`config.mk`:
```
export PLATFORM = sky130hd
export DESIGN_NAME = pitTimer
export DESIGN_NICKNAME = d
export VERILOG_FILES = /design/src/rtl/pitPkg.sv /design/src/rtl/pitCtrl.sv /design/src/rtl/pitChannel.sv /design/src/rtl/pitTimer.sv
export SDC_FILE = /design/constraint.sdc
export NUM_CORES = 1
export LEC_CHECK = 0
export BUFFER_PORTS_ARGS = -buffer_cell sky130_fd_sc_hd__buf_2
export CELL_PAD_IN_SITES_DETAIL_PLACEMENT = 1
export CELL_PAD_IN_SITES_GLOBAL_PLACEMENT = 1
export CORE_ASPECT_RATIO = 1.75
export CORE_MARGIN = 10
export CORE_UTILIZATION = 35
export DETAILED_ROUTE_END_ITERATION = 6
export HOLD_SLACK_MARGIN = 0.15
export PLACE_DENSITY = 0.65
export SLEW_MARGIN = 20
export SYNTH_ARGS = -nofsm -noshare
export SYNTH_HDL_FRONTEND = slang
export SYNTH_SLANG_ARGS = --single-unit
```
`constraint.sdc`:
```
create_clock -name clk -period 4.11 [get_ports clk]
set_clock_uncertainty 0.2 [all_clocks]
set_input_delay 0.6165 -clock clk [delete_from_list [all_inputs] [get_ports clk]]
set_output_delay 0.6165 -clock clk [all_outputs]
set_load 0.03 [all_outputs]
```
`src/rtl/pitPkg.sv`:
```
package pitPkg;
  localparam int NUM_CH = 3;
  localparam int CNT_W  = 16;
  localparam int BYTE_W = 8;
  localparam int CW_W   = 6;

  localparam logic [2:0] MODE_TC  = 3'b000;
  localparam logic [2:0] MODE_SQ  = 3'b011;
  localparam logic [2:0] MODE_STB = 3'b100;

  typedef enum logic [1:0] {
    RW_FREEZE = 2'b00,
    RW_LO     = 2'b01,
    RW_HI     = 2'b10,
    RW_WORD   = 2'b11
  } rwMode_t;

  typedef struct packed {
    logic ctrlWr;
    logic latchCnt;
    logic latchStat;
    logic dataWr;
    logic dataRd;
  } chanStrobe_t;

  function automatic logic idleLevel(input logic [2:0] m);
    return (m == MODE_SQ) || (m == MODE_STB);
  endfunction
endpackage

```
`src/rtl/pitCtrl.sv`:
```
module pitCtrl
  import pitPkg::*;
(
  input  logic              clk,
  input  logic              rstN,
  input  logic [1:0]        busAddr,
  input  logic [BYTE_W-1:0] busWrData,
  input  logic              busWr,
  input  logic              busRd,
  output chanStrobe_t       stb [NUM_CH]
);
  localparam logic [1:0] CMD_ADDR = 2'd3;
  localparam logic [1:0] RB_SEL   = 2'd3;

  logic cmdWr;
  logic isRb;
  logic [1:0] sel;
  logic [1:0] rw;
  logic [NUM_CH-1:0] ctrlVec;

  assign cmdWr = busWr && (busAddr == CMD_ADDR);
  assign sel   = busWrData[7:6];
  assign rw    = busWrData[5:4];
  assign isRb  = (sel == RB_SEL);

  for (genvar i = 0; i < NUM_CH; i++) begin : gStb
    logic hit;
    logic rbPick;
    assign hit    = cmdWr && !isRb && (sel == 2'(i));
    assign rbPick = cmdWr && isRb && busWrData[1+i];
    assign stb[i].ctrlWr    = hit && (rw != RW_FREEZE);
    assign stb[i].latchCnt  = (hit && (rw == RW_FREEZE)) || (rbPick && !busWrData[5]);
    assign stb[i].latchStat = rbPick && !busWrData[4];
    assign stb[i].dataWr    = busWr && (busAddr == 2'(i));
    assign stb[i].dataRd    = busRd && (busAddr == 2'(i));
    assign ctrlVec[i]       = stb[i].ctrlWr;
  end

  // one command write reconfigures at most one counter
  a_r1_single_ctrl: assert property (@(posedge clk) disable iff (!rstN)
    $onehot0(ctrlVec));

  // a snapshot command never reconfigures a counter
  a_r9_rb_no_ctrl: assert property (@(posedge clk) disable iff (!rstN)
    (busWr && busAddr == CMD_ADDR && busWrData[7:6] == RB_SEL) |-> (ctrlVec == '0));
endmodule

```
`src/rtl/pitChannel.sv`:
```
module pitChannel
  import pitPkg::*;
(
  input  logic              clk,
  input  logic              rstN,
  input  logic              tickEn,
  input  logic              gateIn,
  input  chanStrobe_t       stb,
  input  logic [BYTE_W-1:0] wrData,
  output logic [BYTE_W-1:0] rdData,
  output logic              outLvl
);
  localparam logic [CNT_W-1:0] ONE = CNT_W'(1);
  localparam logic [CNT_W-1:0] TWO = CNT_W'(2);

  logic [CW_W-1:0]   ctrlReg;
  logic [CNT_W-1:0]  countReg, ce, latchVal, curVal, reloadVal;
  logic [BYTE_W-1:0] lowTmp, statVal;
  logic wrHigh, rdHigh, loadPend, running, nullCnt;
  logic latchValid, statValid, armed, outQ;
  rwMode_t rw;
  logic [2:0] mode;
  logic isSq, isStb, isTc, stepOk;

  assign rw        = rwMode_t'(ctrlReg[5:4]);
  assign mode      = ctrlReg[3:1];
  assign isSq      = (mode == MODE_SQ);
  assign isStb     = (mode == MODE_STB);
  assign isTc      = !isSq && !isStb;
  assign reloadVal = isSq ? {countReg[CNT_W-1:1], 1'b0} : countReg;
  assign stepOk    = tickEn && running && gateIn && !loadPend;
  assign outLvl    = outQ;

  always_ff @(posedge clk) begin
    if (!rstN) begin
      ctrlReg    <= '0;
      countReg   <= '0;
      ce         <= '0;
      latchVal   <= '0;
      lowTmp     <= '0;
      statVal    <= '0;
      wrHigh     <= 1'b0;
      rdHigh     <= 1'b0;
      loadPend   <= 1'b0;
      running    <= 1'b0;
      nullCnt    <= 1'b1;
      latchValid <= 1'b0;
      statValid  <= 1'b0;
      armed      <= 1'b0;
      outQ       <= 1'b0;
    end else if (stb.ctrlWr) begin
      ctrlReg    <= wrData[CW_W-1:0];
      running    <= 1'b0;
      loadPend   <= 1'b0;
      nullCnt    <= 1'b1;
      wrHigh     <= 1'b0;
      rdHigh     <= 1'b0;
      latchValid <= 1'b0;
      statValid  <= 1'b0;
      armed      <= 1'b0;
      outQ       <= idleLevel(wrData[3:1]);
    end else begin
      // counting element
      if (tickEn && loadPend) begin
        ce       <= reloadVal;
        loadPend <= 1'b0;
        nullCnt  <= 1'b0;
        running  <= 1'b1;
        armed    <= 1'b1;
      end else if (stepOk) begin
        if (isSq) begin
          if (ce == TWO) begin
            ce   <= reloadVal;
            outQ <= ~outQ;
          end else begin
            ce <= ce - TWO;
          end
        end else begin
          ce <= ce - ONE;
          if (isStb && !outQ) outQ <= 1'b1;
          if (ce == ONE) begin
            if (isTc) outQ <= 1'b1;
            else if (armed) begin
              outQ  <= 1'b0;
              armed <= 1'b0;
            end
          end
        end
      end

      // count register writes
      if (stb.dataWr) begin
        unique case (rw)
          RW_LO: begin
            countReg <= {{(CNT_W-BYTE_W){1'b0}}, wrData};
            loadPend <= 1'b1;
            nullCnt  <= 1'b1;
            outQ     <= !isTc;
          end
          RW_HI: begin
            countReg <= {wrData, {(CNT_W-BYTE_W){1'b0}}};
            loadPend <= 1'b1;
            nullCnt  <= 1'b1;
            outQ     <= !isTc;
          end
          RW_WORD: begin
            if (!wrHigh) begin
              lowTmp <= wrData;
              wrHigh <= 1'b1;
            end else begin
              countReg <= {wrData, lowTmp};
              wrHigh   <= 1'b0;
              loadPend <= 1'b1;
              nullCnt  <= 1'b1;
              outQ     <= !isTc;
            end
          end
          default: ;
        endcase
      end

      // freeze captures
      if (stb.latchCnt && !latchValid) begin
        latchVal   <= ce;
        latchValid <= 1'b1;
      end
      if (stb.latchStat && !statValid) begin
        statVal   <= {outQ, nullCnt, ctrlReg};
        statValid <= 1'b1;
      end

      // host reads
      if (stb.dataRd) begin
        if (statValid) begin
          statValid <= 1'b0;
        end else if (rw == RW_WORD) begin
          rdHigh <= ~rdHigh;
          if (rdHigh) latchValid <= 1'b0;
        end else begin
          latchValid <= 1'b0;
        end
      end
    end
  end

  always_comb begin
    curVal = latchValid ? latchVal : ce;
    if (statValid) rdData = statVal;
    else begin
      unique case (rw)
        RW_HI:   rdData = curVal[CNT_W-1:BYTE_W];
        RW_WORD: rdData = rdHigh ? curVal[CNT_W-1:BYTE_W] : curVal[BYTE_W-1:0];
        default: rdData = curVal[BYTE_W-1:0];
      endcase
    end
  end

  // a command write halts counting and marks the load pending
  a_r3_ctrl_halts: assert property (@(posedge clk) disable iff (!rstN)
    stb.ctrlWr |=> (!running && nullCnt));

  // once high, the terminal-count output holds until reconfigured
  a_r4_tc_holds: assert property (@(posedge clk) disable iff (!rstN)
    (isTc && outQ && !stb.ctrlWr && !stb.dataWr) |=> outQ);

  // the strobe low lasts one counted tick
  a_r5_strobe_one_tick: assert property (@(posedge clk) disable iff (!rstN)
    (isStb && !outQ && stepOk && !stb.ctrlWr && !stb.dataWr) |=> outQ);

  // square-wave count steps by two
  a_r6_step_two: assert property (@(posedge clk) disable iff (!rstN)
    (isSq && stepOk && ce != TWO && !stb.ctrlWr) |=> (ce == CNT_W'($past(ce) - TWO)));

  // a frozen value does not follow the counter
  a_r8_latch_frozen: assert property (@(posedge clk) disable iff (!rstN)
    (latchValid && !stb.ctrlWr) |=> $stable(latchVal));

  // gate low holds the count
  a_r11_gate_hold: assert property (@(posedge clk) disable iff (!rstN)
    (tickEn && !gateIn && running && !loadPend && !stb.ctrlWr) |=> $stable(ce));
endmodule

```
`src/rtl/pitTimer.sv`:
```
module pitTimer
  import pitPkg::*;
#(
  parameter logic [NUM_CH-1:0] GATE_MASK = 3'b100
) (
  input  logic              clk,
  input  logic              rstN,
  input  logic              tickEn,
  input  logic              gate2,
  input  logic [1:0]        busAddr,
  input  logic [BYTE_W-1:0] busWrData,
  input  logic              busWr,
  input  logic              busRd,
  output logic [BYTE_W-1:0] busRdData,
  output logic [NUM_CH-1:0] timerOut
);
  chanStrobe_t       stb   [NUM_CH];
  logic [BYTE_W-1:0] chRd  [NUM_CH];

  pitCtrl uCtrl (
    .clk       (clk),
    .rstN      (rstN),
    .busAddr   (busAddr),
    .busWrData (busWrData),
    .busWr     (busWr),
    .busRd     (busRd),
    .stb       (stb)
  );

  for (genvar i = 0; i < NUM_CH; i++) begin : gCh
    logic gateSel;
    if (GATE_MASK[i]) begin : gGated
      assign gateSel = gate2;
    end else begin : gFree
      assign gateSel = 1'b1;
    end
    pitChannel uCh (
      .clk    (clk),
      .rstN   (rstN),
      .tickEn (tickEn),
      .gateIn (gateSel),
      .stb    (stb[i]),
      .wrData (busWrData),
      .rdData (chRd[i]),
      .outLvl (timerOut[i])
    );
  end

  always_comb begin
    busRdData = '1;
    for (int i = 0; i < NUM_CH; i++)
      if (busAddr == 2'(i)) busRdData = chRd[i];
  end
endmodule

```
## After elaboration in Yosys (flattened, before gate mapping)

Cells that the tools add are included.

| operators by class | value |
|---|---|
| $add $sub $neg | 6 |
| equal/unequal tests | 38 |
| mux-type cells | 138 |
| bitwise gates (word level) | 16 |
| reduce and logical (&&, ||, !) cells | 120 |

Operator list:

| cell | number |
|---|---|
| $mux 16 | 18 |
| $pmux 16 s3 | 3 |
| $mux 1 | 96 |
| $mux 8 | 9 |
| $logic_and 1x1->1 | 49 |
| $eq 16x1->1 const B | 3 |
| $eq 16x2->1 const B | 3 |
| $pmux 8 s2 | 3 |
| $sub 16x1->16 const B | 3 |
| $sub 16x2->16 const B | 3 |
| $reduce_and 4->1 | 9 |
| $logic_not 1->1 | 24 |
| $reduce_and 2->1 | 12 |
| $eq 2x2->1 const B | 10 |
| $pmux 1 s2 | 9 |
| $not 1->1 | 16 |
| $reduce_bool 2->1 | 7 |
| $eq 3x2->1 const B | 4 |
| $eq 3x3->1 const B | 4 |
| $ne 2x2->1 const B | 6 |
| $reduce_or 2->1 | 6 |
| $eq 2x1->1 const B | 5 |
| $reduce_and 3->1 | 3 |
| $reduce_bool 3->1 | 3 |
| other kinds (3) | 10 |

| word-level totals | value |
|---|---|
| register bits after elaboration | 237 |
| input port bits | 16 |
| output and inout bits | 11 |
| logic and storage cells | 363 |

## Depth between registers and ports, before layout

| logic depth | value |
|---|---|
| depth after elaboration | 13 |
| mapped depth | 11 |
| depth with buffers taken out | 8 |

## By module

Synthesis repeated with hierarchy kept, for this count alone.

| unflattened totals | value |
|---|---|
| cell total of the unflattened synthesis | 1,720 |
| area total of the unflattened synthesis | 13,698.1 µm² |

Modules (own cells, without submodules):

| module | times used | cells an instance | area an instance (µm²) | sequential area each (µm²) |
|---|---|---|---|---|
| pitChannel (gCh[0].uCh ...) | 2 | 557 | 4,384.2 | 1,581.5 |
| pitChannel (gCh[2].uCh) | 1 | 557 | 4,546.9 | 1,581.5 |
| pitTimer | 1 | 21 | 195.2 | 0.0 |
| pitCtrl | 1 | 28 | 187.7 | 0.0 |

## Worst setup path before layout

No wires, ideal clock.

| timing | value |
|---|---|
| path type | register to output |
| start point | register gCh[0].uCh.latchValid |
| end point | output port busRdData[6] |
| arrival | 2,429 ps |
| data required time | 3,293 ps |
| slack | 865 ps |
| cell stages (with the launch flop) | 7 |
| buffers on the path | 2 |
| cells stage by stage | dfxtp_1 -> clkbuf_1 -> buf_1 -> mux2i_1 -> o22ai_1 -> mux2i_1 -> a222oi_1 |

| on the way | value |
|---|---|
| longest elaborated chain between the ends | 7 |

Ends and longest elaborated chain:

| what | RTL line | RTL |
|---|---|---|
| from (decl) | pitChannel.sv:20 | `logic latchValid, statValid, armed, outQ;` |
| from (signal assigned) | pitChannel.sv:47 | `latchValid <= 1'b0;` |
| from (signal assigned) | pitChannel.sv:58 | `latchValid <= 1'b0;` |
| from (signal assigned) | pitChannel.sv:125 | `latchValid <= 1'b1;` |
| $mux 16 * | pitChannel.sv:147 | `curVal = latchValid ? latchVal : ce;` |
| $mux 8 | pitChannel.sv:152 | `RW_WORD: rdData = rdHigh ? curVal[CNT_W-1:BYTE_W] : curVal[BYTE_W-1:0];` |
| $pmux 8 s2 * | pitChannel.sv:150 | `unique case (rw)` |
| $mux 8 * | pitChannel.sv:148 | `if (statValid) rdData = statVal;` |
| $mux 8 * (3 in a row) | pitTimer.sv:52 | `if (busAddr == 2'(i)) busRdData = chRd[i];` |
| to (decl) | pitTimer.sv:14 | `output logic [BYTE_W-1:0] busRdData,` |

Every way passes the cells marked *; elsewhere a longest branch is shown, timed or not.

## Worst setup path after layout

| timing | value |
|---|---|
| start point | register gCh[0].uCh.latchValid |
| end point | output port busRdData[2] |

Same word-level chain as after synthesis.

==> metrics <==
Top delay family on crit path flip-flops; P&R area growth vs syn 13.9%; Max FO, Critical Path 18; Die X 167 um; Fin Setup TNS 0 ns; synthesized cell area 13200 um^2; Combinational Power Share 4.7%; cts repair resizes 0; maximum vdd drop 312 uV; area share of the leading cell type in the synthesized netlist 36.0%; clock net sink count 237; WL final 51.3 mm; R2R Path End gCh[0].uCh.ce[9]; drt drc 0; Final Critical Period 3.81 ns; relative slew slack 29.9%; vias in the first global route 12951; mux cell area share after synthesis 14.6%; clk root buf clkbuf_16; Final Max Tran Viols 0; register bit total from synthesis 237; H-tree levels 1; endpoints failing hold 0; GP Congestion 0.933; R2R cell count 7; endpoints failing setup 0; GRT overflow 0; Via density 5.87; initial antenna violation count 1; largest family of logic cells by synthesized area simple AND/OR/NAND/NOR gates; RSZ-0062 raised after global routing false; nets@finish 1649; pwr dens 359 nW/um^2; EDFF count, synth 0; die height 277 um; HP Start busWrData[2]; IO Port Bufs 26; layout cell share with drive strength beyond 1 11.8%; pin count of the biggest net entering global routing 73; Syn Nets 1657; CTS Buf Count 26; Post-CTS Setup Bufs 0; Req. time, crit path 3.29 ns; Fmax 262 MHz; CP max stage delay 1.01 ns; Leakage 5.20 nW; row cnt 94; CP Capture Type output pin; Seq/Total Area, Yosys 36.0%; io pins 27; ys flop type dfxtp_1; Synth area leader dfxtp_1; clock share of power 52.5%; r2r setup slk 0.95 ns; Initial Util 35.2%; post-synthesis compound-gate area fraction 16.4%; Die ar. 46100 um^2; ANT cells 0; post-synthesis adder-cell area fraction 2.28%; Worst EP arrival 2.99 ns; type of origin of the critical path flip-flop; Async SR Flop Fraction 0%; final total power 0.00540 W; Max-Cap Viols 0; Worst-Skew Late Latency 0.56 ns; status completed; hold-critical path endpoint gCh[1].uCh.countReg[10]; HPWL Detailed 38.2 mm; first-pass GRT wire length 78.7 mm; Gate Count Post-Synth 1617; Flop pwr share 42.8%; drt first pass iters 6; Mean Syn Cell Area 8.15 um^2; DR vias 12383; crit path cell chain mux2i_1 > o22ai_1 > mux2i_1 > a222oi_1 > buf_2; internal power component 0.00413 W; sw power 0.00127 W; Crit path top cell by count mux2i_1; RR Startpoint gCh[0].uCh.ce[11]; hold depth 3; Total Routing Usage GR 21.4%; Synth Area in Simple Gates 23.3%; WL/cell 24.3 um; TritonCTS clock tree done; Filler cells 4498; Core ar. 37400 um^2; Hold Path Class in2reg; Hold Buf Count CTS 0; Cell variety after synth 72; Buf/Inv on CP 1; measured slew at the worst slew-check pin 1.05 ns; initial DRC count 645; Bufs on Longest Clock Path 3; Min Hold Slack 0.203 ns; Tcrit/Tclk final 92.7%; switching share of power 23.5%; Crit Path Class reg2out; Slowest-stage cell, CP dfxtp_1; warnings from Yosys 0; clk slew on worst S/H paths 0.07 ns; synth top area cells dfxtp_1 36%, mux2i_1 14%, nor2_1 6.5%; Routed Antenna Nets 0; xor and xnor area share after synthesis 2.46%
-- worst max-delay path by stage --
stage                                from                end  slack [ns]  cells after the start
floorplan           gCh[0].uCh.latchValid       busRdData[6]        0.86                      6
global placement         gCh[0].uCh.ce[1]  gCh[0].uCh.ce[10]        0.84                      9
detailed placement       gCh[0].uCh.ce[1]   gCh[0].uCh.ce[8]        0.85                      9
CTS                 gCh[2].uCh.ctrlReg[5]       busRdData[4]        0.30                      7
global route        gCh[0].uCh.latchValid       busRdData[2]        0.21                      5
finish              gCh[0].uCh.latchValid       busRdData[2]        0.30                      5
-- synth_stat cells, types with 29 or more instances --
| cell type | instances |
|---|---|
| nor2_1 | 229 |
| o21ai_0 | 66 |
| nand3_1 | 61 |
| a211oi_1 | 36 |
| a21oi_1 | 93 |
| nor3b_1 | 30 |
| nand2_1 | 108 |
| nor3_1 | 66 |
| mux2i_1 | 183 |
| dfxtp_1 | 237 |
| o22ai_1 | 29 |
| clkbuf_1 | 117 |
-- state kept, by name (all words and copies together), names as in the netlist --
register            count
gCh.uCh.lowTmp         24
gCh.uCh.nullCnt         3
gCh.uCh.latchVal       48
gCh.uCh.statValid       3
gCh.uCh.countReg       48
gCh.uCh.ctrlReg        18
gCh.uCh.running         3
gCh.uCh.wrHigh          3
gCh.uCh.ce             48
gCh.uCh.armed           3
gCh.uCh.latchValid      3
gCh.uCh.loadPend        3
gCh.uCh.statVal        24
gCh.uCh.rdHigh          3
gCh.uCh.outLvl          3
-- power groups by stage --
stage	Clock, W	Sequential [W]	Combinational (W)
final	0.00283	0.00231	0.000252
after detailed placement	0	0.00236	0.000250
after CTS	0.00288	0.00231	0.000251
after global routing	0.00296	0.00231	0.000268
after floorplan	0	0.00236	0.000149
after global placement	0	0.00236	0.000247
-- stage by stage --
stage / setup WS (ns) / cell area (um^2) / cells / utilization (%)
2_1_floorplan: 0.865 / 13200 / 1617 / -
3_3_place_gp: 0.839 / 14000 / 2061 / 37.4
3_5_place_dp: 0.852 / 14000 / 2061 / 37.4
4_1_cts: 0.304 / 15000 / 2109 / 40.1
5_1_grt: 0.211 / 15000 / 2109 / 40.2
6_report: 0.300 / 15000 / 2109 / 40.2
-- cells in the final DEF, fill, tap and decap left out, drive strengths merged, types with 37 or more instances in the layout --
cell type	count
nand3	61
nand2	108
nor2	230
nor3	66
dfxtp	237
mux2i	183
a21oi	93
a211oi	37
o21ai	67
buf	104
-- cell families after synthesis --
kind of cell | Yosys count
flops | 237
compound gates | 334
xor+xnor | 37
simple gates | 628
buf+inv | 166
mux | 191
fa+ha+maj | 24
-- worst min-delay path, stage by stage --
cell     delay, ns
buf_2         0.14
nand3_1       0.08
a21oi_1       0.06
-- routing by layer --
layer / share of wire [%] / up-vias / wire [um] / GRT usage (%)
met4: 8.0 / 2 / 4080 / 15.8
met2: 54 / 313 / 27500 / 40.7
met3: 2.9 / 170 / 1480 / 2.12
met5: 0.023 / - / 12 / 0
li1: - / 5812 / - / -
met1: 35 / 6086 / 18200 / 20.8
-- cell type report --
class,count,area [um^2],area share [%]
Multi-Input combinational cell,1214,7820,52.0
Sequential cell,237,4740,31.6
Timing Repair Buffer,104,728,4.85
Clock buffer,30,717,4.77
Tap cell,480,601,4.00
Clock inverter,18,310,2.07
Inverter,26,103,0.683
No activity file was read; power rests on OpenSTA's default activity.
